--- config.mk ---
export PLATFORM = sky130hd
export DESIGN_NAME = mp_uart_rx
export DESIGN_NICKNAME = d
export VERILOG_FILES = /design/src/rtl/mpu_rx_pkg.sv /design/src/rtl/mpu_ctrl_reg.sv /design/src/rtl/mpu_rx_frame.sv /design/src/rtl/mpu_rx_flags.sv /design/src/rtl/mp_uart_rx.sv
export SDC_FILE = /design/constraint.sdc
export NUM_CORES = 1
export LEC_CHECK = 0
export ABC_CLOCK_PERIOD_IN_PS = 2600
export BUFFER_PORTS_ARGS = -buffer_cell sky130_fd_sc_hd__buf_2
export CORE_MARGIN = 5
export CORE_UTILIZATION = 25
export CTS_CLUSTER_SIZE = 40
export DETAILED_ROUTE_END_ITERATION = 6
export PLACE_DENSITY = 0.43
export RECOVER_POWER = 25
export REMOVE_ABC_BUFFERS = 1
export SETUP_SLACK_MARGIN = 0.5
export SYNTH_ARGS = -nofsm -noshare
export SYNTH_HDL_FRONTEND = slang
export SYNTH_SLANG_ARGS = --single-unit
export TNS_END_PERCENT = 30
--- constraint.sdc ---
create_clock -name clk -period 2.6 [get_ports clk]
set_input_delay 0.52 -clock clk [delete_from_list [all_inputs] [get_ports clk]]
set_output_delay 0.52 -clock clk [all_outputs]
set_load 0.1 [all_outputs]
--- src/rtl/mpu_rx_pkg.sv ---
package mpu_rx_pkg;
    localparam int CTL_WAKE  = 7;
    localparam int CTL_RXEN  = 6;
    localparam int CTL_ERRC  = 3;
    localparam int CTL_LEN   = 2;
    localparam int CTL_STOP2 = 0;

    typedef enum logic [2:0] {
        ST_IDLE,
        ST_START,
        ST_DATA,
        ST_MPB,
        ST_STOP1,
        ST_STOP2
    } rx_state_e;
endpackage

--- src/rtl/mpu_ctrl_reg.sv ---
module mpu_ctrl_reg
    import mpu_rx_pkg::*;
#(
    parameter int W = 8
) (
    input  logic         clk,
    input  logic         rst_n,
    input  logic         wr,
    input  logic [W-1:0] wdata,
    input  logic         stop_io,
    input  logic         mp_fmt,
    output logic [W-1:0] ctrl,
    output logic         err_clr
);
    typedef struct packed {
        logic [W-1:0] ctrl;
    } ctl_t;

    ctl_t q, d;

    always_comb begin
        d = q;
        if (wr) d.ctrl = wdata;
        if (stop_io) d.ctrl[CTL_RXEN] = 1'b0;
        err_clr = wr & ~wdata[CTL_ERRC] & ~mp_fmt;
    end

    always_ff @(posedge clk or negedge rst_n) begin
        if (!rst_n) q <= '0;
        else        q <= d;
    end

    assign ctrl = q.ctrl;
endmodule

--- src/rtl/mpu_rx_frame.sv ---
module mpu_rx_frame
    import mpu_rx_pkg::*;
#(
    parameter int DATA_W = 8,
    parameter int OVS    = 16
) (
    input  logic              clk,
    input  logic              rst_n,
    input  logic              en,
    input  logic              tick,
    input  logic              rxd,
    input  logic              mp_fmt,
    input  logic              full_len,
    input  logic              two_stop,
    output logic              done,
    output logic              stop_ok,
    output logic              mpb,
    output logic [DATA_W-1:0] data
);
    localparam int CW  = $clog2(OVS);
    localparam int NBW = $clog2(DATA_W + 1);
    localparam logic [CW-1:0] HALF_M1 = CW'(OVS / 2 - 1);
    localparam logic [CW-1:0] LAST    = CW'(OVS - 1);

    typedef struct packed {
        rx_state_e         st;
        logic [CW-1:0]     cnt;
        logic [NBW-1:0]    nb;
        logic [DATA_W-1:0] sh;
        logic              mpb;
        logic              prev;
    } frm_t;

    frm_t q, d;
    logic [NBW-1:0] last_nb;

    always_comb begin
        d       = q;
        done    = 1'b0;
        stop_ok = 1'b0;
        last_nb = full_len ? NBW'(DATA_W - 1) : NBW'(DATA_W - 2);
        if (tick) d.prev = rxd;
        case (q.st)
            ST_IDLE: begin
                if (tick && q.prev && !rxd) begin
                    d.st  = ST_START;
                    d.cnt = '0;
                end
            end
            ST_START: begin
                if (tick) begin
                    if (q.cnt == HALF_M1) begin
                        d.cnt = '0;
                        d.nb  = '0;
                        d.sh  = '0;
                        d.mpb = 1'b0;
                        d.st  = rxd ? ST_IDLE : ST_DATA;
                    end else begin
                        d.cnt = q.cnt + 1'b1;
                    end
                end
            end
            ST_DATA: begin
                if (tick) begin
                    if (q.cnt == LAST) begin
                        d.cnt = '0;
                        d.sh  = {rxd, q.sh[DATA_W-1:1]};
                        d.nb  = q.nb + 1'b1;
                        if (q.nb == last_nb) d.st = mp_fmt ? ST_MPB : ST_STOP1;
                    end else begin
                        d.cnt = q.cnt + 1'b1;
                    end
                end
            end
            ST_MPB: begin
                if (tick) begin
                    if (q.cnt == LAST) begin
                        d.cnt = '0;
                        d.mpb = rxd;
                        d.st  = ST_STOP1;
                    end else begin
                        d.cnt = q.cnt + 1'b1;
                    end
                end
            end
            ST_STOP1: begin
                if (tick) begin
                    if (q.cnt == LAST) begin
                        d.cnt   = '0;
                        done    = 1'b1;
                        stop_ok = rxd;
                        d.st    = two_stop ? ST_STOP2 : ST_IDLE;
                    end else begin
                        d.cnt = q.cnt + 1'b1;
                    end
                end
            end
            ST_STOP2: begin
                if (tick) begin
                    if (q.cnt == LAST) begin
                        d.cnt = '0;
                        d.st  = ST_IDLE;
                    end else begin
                        d.cnt = q.cnt + 1'b1;
                    end
                end
            end
            default: d.st = ST_IDLE;
        endcase
        if (!en) begin
            d.st    = ST_IDLE;
            done    = 1'b0;
            stop_ok = 1'b0;
        end
    end

    always_ff @(posedge clk or negedge rst_n) begin
        if (!rst_n) q <= '{st: ST_IDLE, prev: 1'b1, default: '0};
        else        q <= d;
    end

    assign mpb  = q.mpb;
    assign data = full_len ? q.sh : (q.sh >> 1);
endmodule

--- src/rtl/mpu_rx_flags.sv ---
module mpu_rx_flags #(
    parameter int DATA_W = 8
) (
    input  logic              clk,
    input  logic              rst_n,
    input  logic              done,
    input  logic              stop_ok,
    input  logic              mpb,
    input  logic [DATA_W-1:0] data_in,
    input  logic              mp_fmt,
    input  logic              wake,
    input  logic              data_rd,
    input  logic              err_clr,
    output logic              full,
    output logic              ovr,
    output logic              fe,
    output logic              last_mpb,
    output logic [DATA_W-1:0] data
);
    typedef struct packed {
        logic              full;
        logic              ovr;
        logic              fe;
        logic              lmpb;
        logic [DATA_W-1:0] data;
    } flg_t;

    flg_t q, d;
    logic accept;

    always_comb begin
        d      = q;
        accept = done & (~(mp_fmt & wake) | mpb);
        if (err_clr) begin
            d.ovr = 1'b0;
            d.fe  = 1'b0;
        end
        if (data_rd) d.full = 1'b0;
        if (accept) begin
            d.lmpb = mpb;
            if (!stop_ok) d.fe = 1'b1;
            if (q.full) begin
                d.ovr = 1'b1;
            end else begin
                d.full = 1'b1;
                d.data = data_in;
            end
        end
    end

    always_ff @(posedge clk or negedge rst_n) begin
        if (!rst_n) q <= '0;
        else        q <= d;
    end

    assign full     = q.full;
    assign ovr      = q.ovr;
    assign fe       = q.fe;
    assign last_mpb = q.lmpb;
    assign data     = q.data;
endmodule

--- src/rtl/mp_uart_rx.sv ---
module mp_uart_rx
    import mpu_rx_pkg::*;
#(
    parameter int DATA_W = 8,
    parameter int OVS    = 16
) (
    input  logic              clk,
    input  logic              rst_n,
    input  logic              stop_io,
    input  logic              mp_fmt,
    input  logic              tick16,
    input  logic              rxd,
    input  logic              reg_wr,
    input  logic [7:0]        reg_wdata,
    output logic [7:0]        ctrl_rdata,
    input  logic              data_rd,
    output logic [DATA_W-1:0] rx_data,
    output logic              rx_full,
    output logic              overrun,
    output logic              frame_err
);
    logic [7:0]        ctrl_q;
    logic              err_clr;
    logic              rx_done;
    logic              rx_stop_ok;
    logic              rx_mpb;
    logic [DATA_W-1:0] rx_shift;
    logic              last_mpb;

    mpu_ctrl_reg #(.W(8)) i_ctrl (
        .clk     (clk),
        .rst_n   (rst_n),
        .wr      (reg_wr),
        .wdata   (reg_wdata),
        .stop_io (stop_io),
        .mp_fmt  (mp_fmt),
        .ctrl    (ctrl_q),
        .err_clr (err_clr)
    );

    mpu_rx_frame #(.DATA_W(DATA_W), .OVS(OVS)) i_frame (
        .clk      (clk),
        .rst_n    (rst_n),
        .en       (ctrl_q[CTL_RXEN]),
        .tick     (tick16),
        .rxd      (rxd),
        .mp_fmt   (mp_fmt),
        .full_len (ctrl_q[CTL_LEN]),
        .two_stop (ctrl_q[CTL_STOP2]),
        .done     (rx_done),
        .stop_ok  (rx_stop_ok),
        .mpb      (rx_mpb),
        .data     (rx_shift)
    );

    mpu_rx_flags #(.DATA_W(DATA_W)) i_flags (
        .clk      (clk),
        .rst_n    (rst_n),
        .done     (rx_done),
        .stop_ok  (rx_stop_ok),
        .mpb      (rx_mpb),
        .data_in  (rx_shift),
        .mp_fmt   (mp_fmt),
        .wake     (ctrl_q[CTL_WAKE]),
        .data_rd  (data_rd),
        .err_clr  (err_clr),
        .full     (rx_full),
        .ovr      (overrun),
        .fe       (frame_err),
        .last_mpb (last_mpb),
        .data     (rx_data)
    );

    always_comb begin
        ctrl_rdata = ctrl_q;
        if (mp_fmt) ctrl_rdata[CTL_ERRC] = last_mpb;
    end
endmodule

== Word-level counts from Yosys, hierarchy flattened ==
Index checks and enable logic that the tools add are counted.

* Flip-flop bits (word level): 41
* Output and inout port bits: 19
* Word-level logic and storage cells: 112

* $add $sub $neg: 2
* Eq/ne operators: 29
* Multiplexer cells: 46
* Bitwise logic cells: 9
* Reductions and logical operators: 13

{| class="wikitable"
|+ Operator list
! operator !! count
|-
| $mux 7 || 5
|-
| $mux 3 || 9
|-
| $mux 12 || 2
|-
| $pmux 12 s2 || 1
|-
| $pmux 4 s6 || 1
|-
| $ne 3x2->1 const B || 7
|-
| $mux 20 || 1
|-
| $mux 19 || 1
|-
| $pmux 3 s6 || 1
|-
| $mux 1 || 17
|-
| $mux 8 || 2
|-
| $ne 3x3->1 const B || 5
|-
| $mux 13 || 1
|-
| $reduce_and 12->1 || 1
|-
| $ne 2x2->1 const B || 5
|-
| $reduce_and 5->1 || 2
|-
| $add 4x1->4 const B || 2
|-
| $mux 4 || 2
|-
| $ne 2x1->1 const B || 4
|-
| $reduce_and 7->1 || 1
|-
| $eq 3x2->1 const B || 2
|-
| $eq 3x3->1 const B || 2
|-
| $reduce_bool 2->1 || 3
|-
| $reduce_bool 6->1 || 1
|-
| other kinds (13) || 21
|}

== Longest topological paths before layout ==
* Word-level depth: 7
* Depth in mapped cells: 7

== Hierarchy ==
A second synthesis with hierarchy kept.

* Cells, all modules: 174
* Area total of the unflattened synthesis: 2,089.5 um^2

{| class="wikitable"
|+ By module, submodules not included
! module !! instances !! cells an instance !! area each (um^2) !! sequential area each (um^2)
|-
| mpu_rx_frame || 1 || 124 || 1,261.2 || 526.8
|-
| mpu_rx_flags || 1 || 30 || 470.5 || 300.3
|-
| mpu_ctrl_reg || 1 || 19 || 342.8 || 200.2
|-
| mp_uart_rx || 1 || 1 || 15.0 || 0.0
|}

== Worst setup path after synthesis ==
OpenSTA, ideal clock, no wires.

* Kind: flip-flop to flip-flop
* Start: reg i_frame.q[14] (netlist name)
* End: reg i_flags.q (netlist bit i_flags.data[0])
* Arrival time: 1,678 ps
* Data required time: 2,475 ps
* Setup slack: 797 ps
* Stages on the path, launching flop included: 6
* Buffers on the path: 0
* Clock period less this slack: 1,803 ps
* Cells stage by stage: dfrtp_1 -> ha_1 -> nand3_1 -> or3_4 -> nor2_8 -> mux2_2

* Word-level cells in the longest chain between the ends: 7

{| class="wikitable"
|+ Ends and longest elaborated chain
! what !! RTL line !! text
|-
| start, declared || mpu_rx_frame.sv:34 || <nowiki>frm_t q, d;</nowiki>
|-
| start signal, assigned || mpu_rx_frame.sv:118 || <nowiki>if (!rst_n) q <= '{st: ST_IDLE, prev: 1'b1, default: '0};</nowiki>
|-
| start signal, assigned || mpu_rx_frame.sv:119 || <nowiki>else q <= d;</nowiki>
|-
| $eq 4x4->1 || mpu_rx_frame.sv:88 || <nowiki>if (q.cnt == LAST) begin</nowiki>
|-
| $mux 1 || mpu_rx_frame.sv:88 ||
|-
| $mux 1 || mpu_rx_frame.sv:87 || <nowiki>if (tick) begin</nowiki>
|-
| $mux 1 || mpu_rx_frame.sv:43 || <nowiki>case (q.st)</nowiki>
|-
| $mux 1 || mpu_rx_frame.sv:110 || <nowiki>if (!en) begin</nowiki>
|-
| $and 1x1->1 || mpu_rx_flags.sv:33 || <nowiki>accept = done & (~(mp_fmt & wake) | mpb);</nowiki>
|-
| $reduce_and 2->1 (no line) || n/a ||
|-
| end signal, assigned || mpu_rx_flags.sv:52 || <nowiki>if (!rst_n) q <= '0;</nowiki>
|-
| end signal, assigned || mpu_rx_flags.sv:53 || <nowiki>else q <= d;</nowiki>
|-
| end, declared || mpu_rx_flags.sv:28 || <nowiki>flg_t q, d;</nowiki>
|}

Every way passes these cells.
A chain may end at the register's enable or synchronous reset.

== Final worst setup path ==
* Start: reg i_frame.q[14] (netlist name)
* End: reg i_flags.q (netlist bit i_flags.data[4])

Same word-level chain as after synthesis.

==> Flow_metrics.wiki <==
{| class="wikitable"
! Metric !! Value
|-
| Root buffer cell || clkbuf_8
|-
| Worst vdd rail ir drop || 0.189 mV
|-
| Worst-path maximum fanout || 9
|-
| Count of standard-cell rows || 33
|-
| Worst-case headroom to the max-slew limit || 21.0%
|-
| Global-route wire length before repair || 7580 um
|-
| Antenna Violating Nets Remaining || 0
|-
| Wire length after detailed routing || 4460 um
|-
| Share of cell area taken by muxes after synthesis || 15.6%
|-
| Post-synthesis sequential area ratio || 48.3%
|-
| Util after Layout || 29.4%
|-
| Final Skew || 3.86 ps
|-
| Number of I/O pins || 35
|-
| Maximum number of pins on one net before global-route repair || 22
|-
| Slew Viols, Final || 0
|-
| Count of unresolved DRC violations after routing || 0
|-
| Final critical-path required period || 1970 ps
|-
| Leading cell types in the layout, fill and taps excluded || dfrtp_1, buf_2, mux2_2
|-
| Final setup TNS || 0 ps
|-
| Sort of element at the start of the critical path || register
|-
| Placer Congestion || 0.768
|-
| Worst path required time || 2780 ps
|-
| CTS max path bufs || 2
|-
| Parity-gate share of the synthesized area counting xor and xnor cells || 1.24%
|-
| Amount of wire on met2 after detailed routing || 1970 um
|-
| Initial detailed-routing violation count || 52
|-
| CTS H-Tree Depth || 2
|-
| Count of hold-fix buffers inserted at cts || 0
|-
| Critical-path top delay cell || or3_4
|-
| Fmax achieved || 0.507 GHz
|-
| Number of max-cap violations || 0
|-
| DR top layer || met4
|-
| Post-DR vias/cell || 4.64
|-
| Overflow after GRT || 0
|-
| Routed met1 length || 2250 um
|-
| Worst Path Class, Setup || reg -> reg
|-
| Most common cell after layout, fill and taps aside || dfrtp_1
|-
| Half-perimeter wire length of the detailed placement result || 3200 um
|-
| CP cell instances || ha_1 -> nand3_1 -> or3_4 -> nor2_8 -> mux2_2
|-
| CTS tree || built
|-
| Synthesized area || 2130 um2
|-
| Critical Path Sink Type || register
|-
| Core Box Area || 8260 um2
|-
| Wire per inst || 13.8 um
|-
| Die width || 102 um
|-
| Count of mapped cells out of synthesis || 191
|-
| Result of the run || finished clean
|-
| Synthesized-area fraction occupied by ao, oa, aoi and oai cells || 14.7%
|-
| Count of distinct cell types in the synthesized netlist || 38
|-
| Area growth from synthesis to layout || 14.3%
|-
| Number of nets in the layout || 236
|-
| Die ar. || 10400 um2
|-
| Worst Path Arrival || 2160 ps
|-
| Ys Warns || 0
|-
| Vias in the first global route || 1490
|-
| Layout cell share with drive strength beyond 1 || 33.8%
|-
| Share of synthesized registers carrying an async set or reset || 100%
|-
| Chip Height || 102 um
|-
| Antenna diode count || 0
|-
| Antenna violations before repair || 0
|-
| Static Leak || 1.13 nW
|-
| Initial Util || 25.7%
|-
| Power density over the cells || 517 nW/um2
|-
| Vias post-DR || 1504
|-
| Number of register bits inferred by synthesis || 41
|-
| Detailed route wirelength on metal3 || 156 um
|-
| CTS Buf Count || 5
|-
| GRT Total Usage || 9.10%
|-
| Resized Gates After CTS || 0
|-
| TritonRoute pass-1 iters || 4
|-
| Number of buffers inserted by port buffering || 34
|-
| Final number of setup-violating endpoints || 0
|-
| Unrepaired setup endpoints after global routing || no
|-
| Worst min-delay path category || in -> reg
|-
| Post-synthesis share of cell area spent on full adders, half adders and majority gates || 1.18%
|-
| Largest family of logic cells by synthesized area || multiplexers
|-
| Final critical-path share of the clock period || 75.9%
|-
| Reg clk slew, reported paths || 80 ps
|-
| Simple-gate share of the synthesized area || 13.3%
|-
| Final hold vios || 0
|-
| Insertion delay to the later sink of the worst-skew pair || 290 ps
|-
| Total number of clock tree sinks || 41
|-
| Average cell area after synthesis || 11.1 um2
|-
| Setup Buffers After CTS || 0
|-
| Leading register cell type out of synthesis || dfrtp_1
|-
| Tightest Pin Transition || 1190 ps
|-
| Number of synthesized flops with an enable pin || 0
|-
| Crit path largest cell delay || 500 ps
|}
## synth_stat cells, drive strengths merged (2+ instances only)
cell,n,area share (%)
a21o,2,0.71
a21oi,4,0.94
a22o,22,9.1
and3,2,0.59
buf,12,3.9
clkbuf,6,1.1
dfrtp,40,47
ha,2,1.2
inv,4,0.71
mux2,25,13
mux2i,5,2.4
nand2,15,2.6
nand3,4,0.94
nand3b,3,1.1
nor2,11,2.8
nor2b,2,0.59
nor3,4,0.94
nor3b,2,0.71
o21ai,8,1.9
or2,2,0.59
or3,2,0.82
xnor2,3,1.2
## stage by stage
step	instance area, um2	hold slack [ps]	cells	total power [mW]	worst slack [ps]
3_3_place_gp	2350	486	316	0.851	563
4_1_cts	2440	197	324	1.29	599
3_5_place_dp	2350	472	316	0.852	564
6_report	2430	361	324	1.26	626
5_1_grt	2430	361	324	1.32	515
2_1_floorplan	2020	224	173	0.797	423
## worst paths after layout
kind                                    start              end  slack [ps]  cells past startpoint
worst min-delay path                  stop_io   i_ctrl.ctrl[6]         360                      2
max in group asynchronous               rst_n     i_frame.q[9]        1340                      2
worst min register to register    i_flags.ovr      i_flags.ovr         500                      2
worst max register to register  i_frame.q[14]  i_flags.data[4]         630                      5
worst max-delay path            i_frame.q[14]  i_flags.data[4]         630                      5
min in group asynchronous               rst_n  i_flags.data[7]         510                      2
## metal layers
layer | vias up | track usage, %
met4 | 0 | 3.94
met1 | 727 | 12.4
li1 | 746 | -
met5 | - | 0
met3 | 7 | 2.18
met2 | 24 | 13.7
## state kept, by name, summed over array words and instances, names as in the netlist
| register | count |
|---|---|
| i_flags.ovr | 1 |
| i_flags.data | 8 |
| i_frame.q | 20 |
| i_flags.fe | 1 |
| i_ctrl.ctrl | 8 |
| i_flags.last_mpb | 1 |
| i_frame.mpb | 1 |
| i_flags.full | 1 |
## cell families after synthesis
family | after synthesis
and+or+nand+nor | 51
DFF | 41
buffers and inverters | 22
adders and majority gates | 2
AOI/OAI and AO/OA | 42
xor gates and xnor gates | 3
muxes | 30
## area by class of cell
type / instances / area [um2]
inverter: 4 / 15.0
sequential: 41 / 1030
tap: 105 / 131
clock buffer: 6 / 72.6
clock inverter: 2 / 15.0
multi-input combinational: 128 / 977
timing repair buffer: 38 / 191
fill: 883 / 5830
## where the power goes
group | internal, mW | switching, mW
clock network | 0.189 | 0.234
logic | 0.0405 | 0.125
registers | 0.652 | 0.0160
## critical path, delay by kind of cell, from the launching register on
kind	cells	cell delay, ps
adder cells (fa/ha/maj)	1	210
flip-flops	1	390
multiplexers	1	350
AND/OR/NAND/NOR	3	910
(Power assumes the default switching activity.)
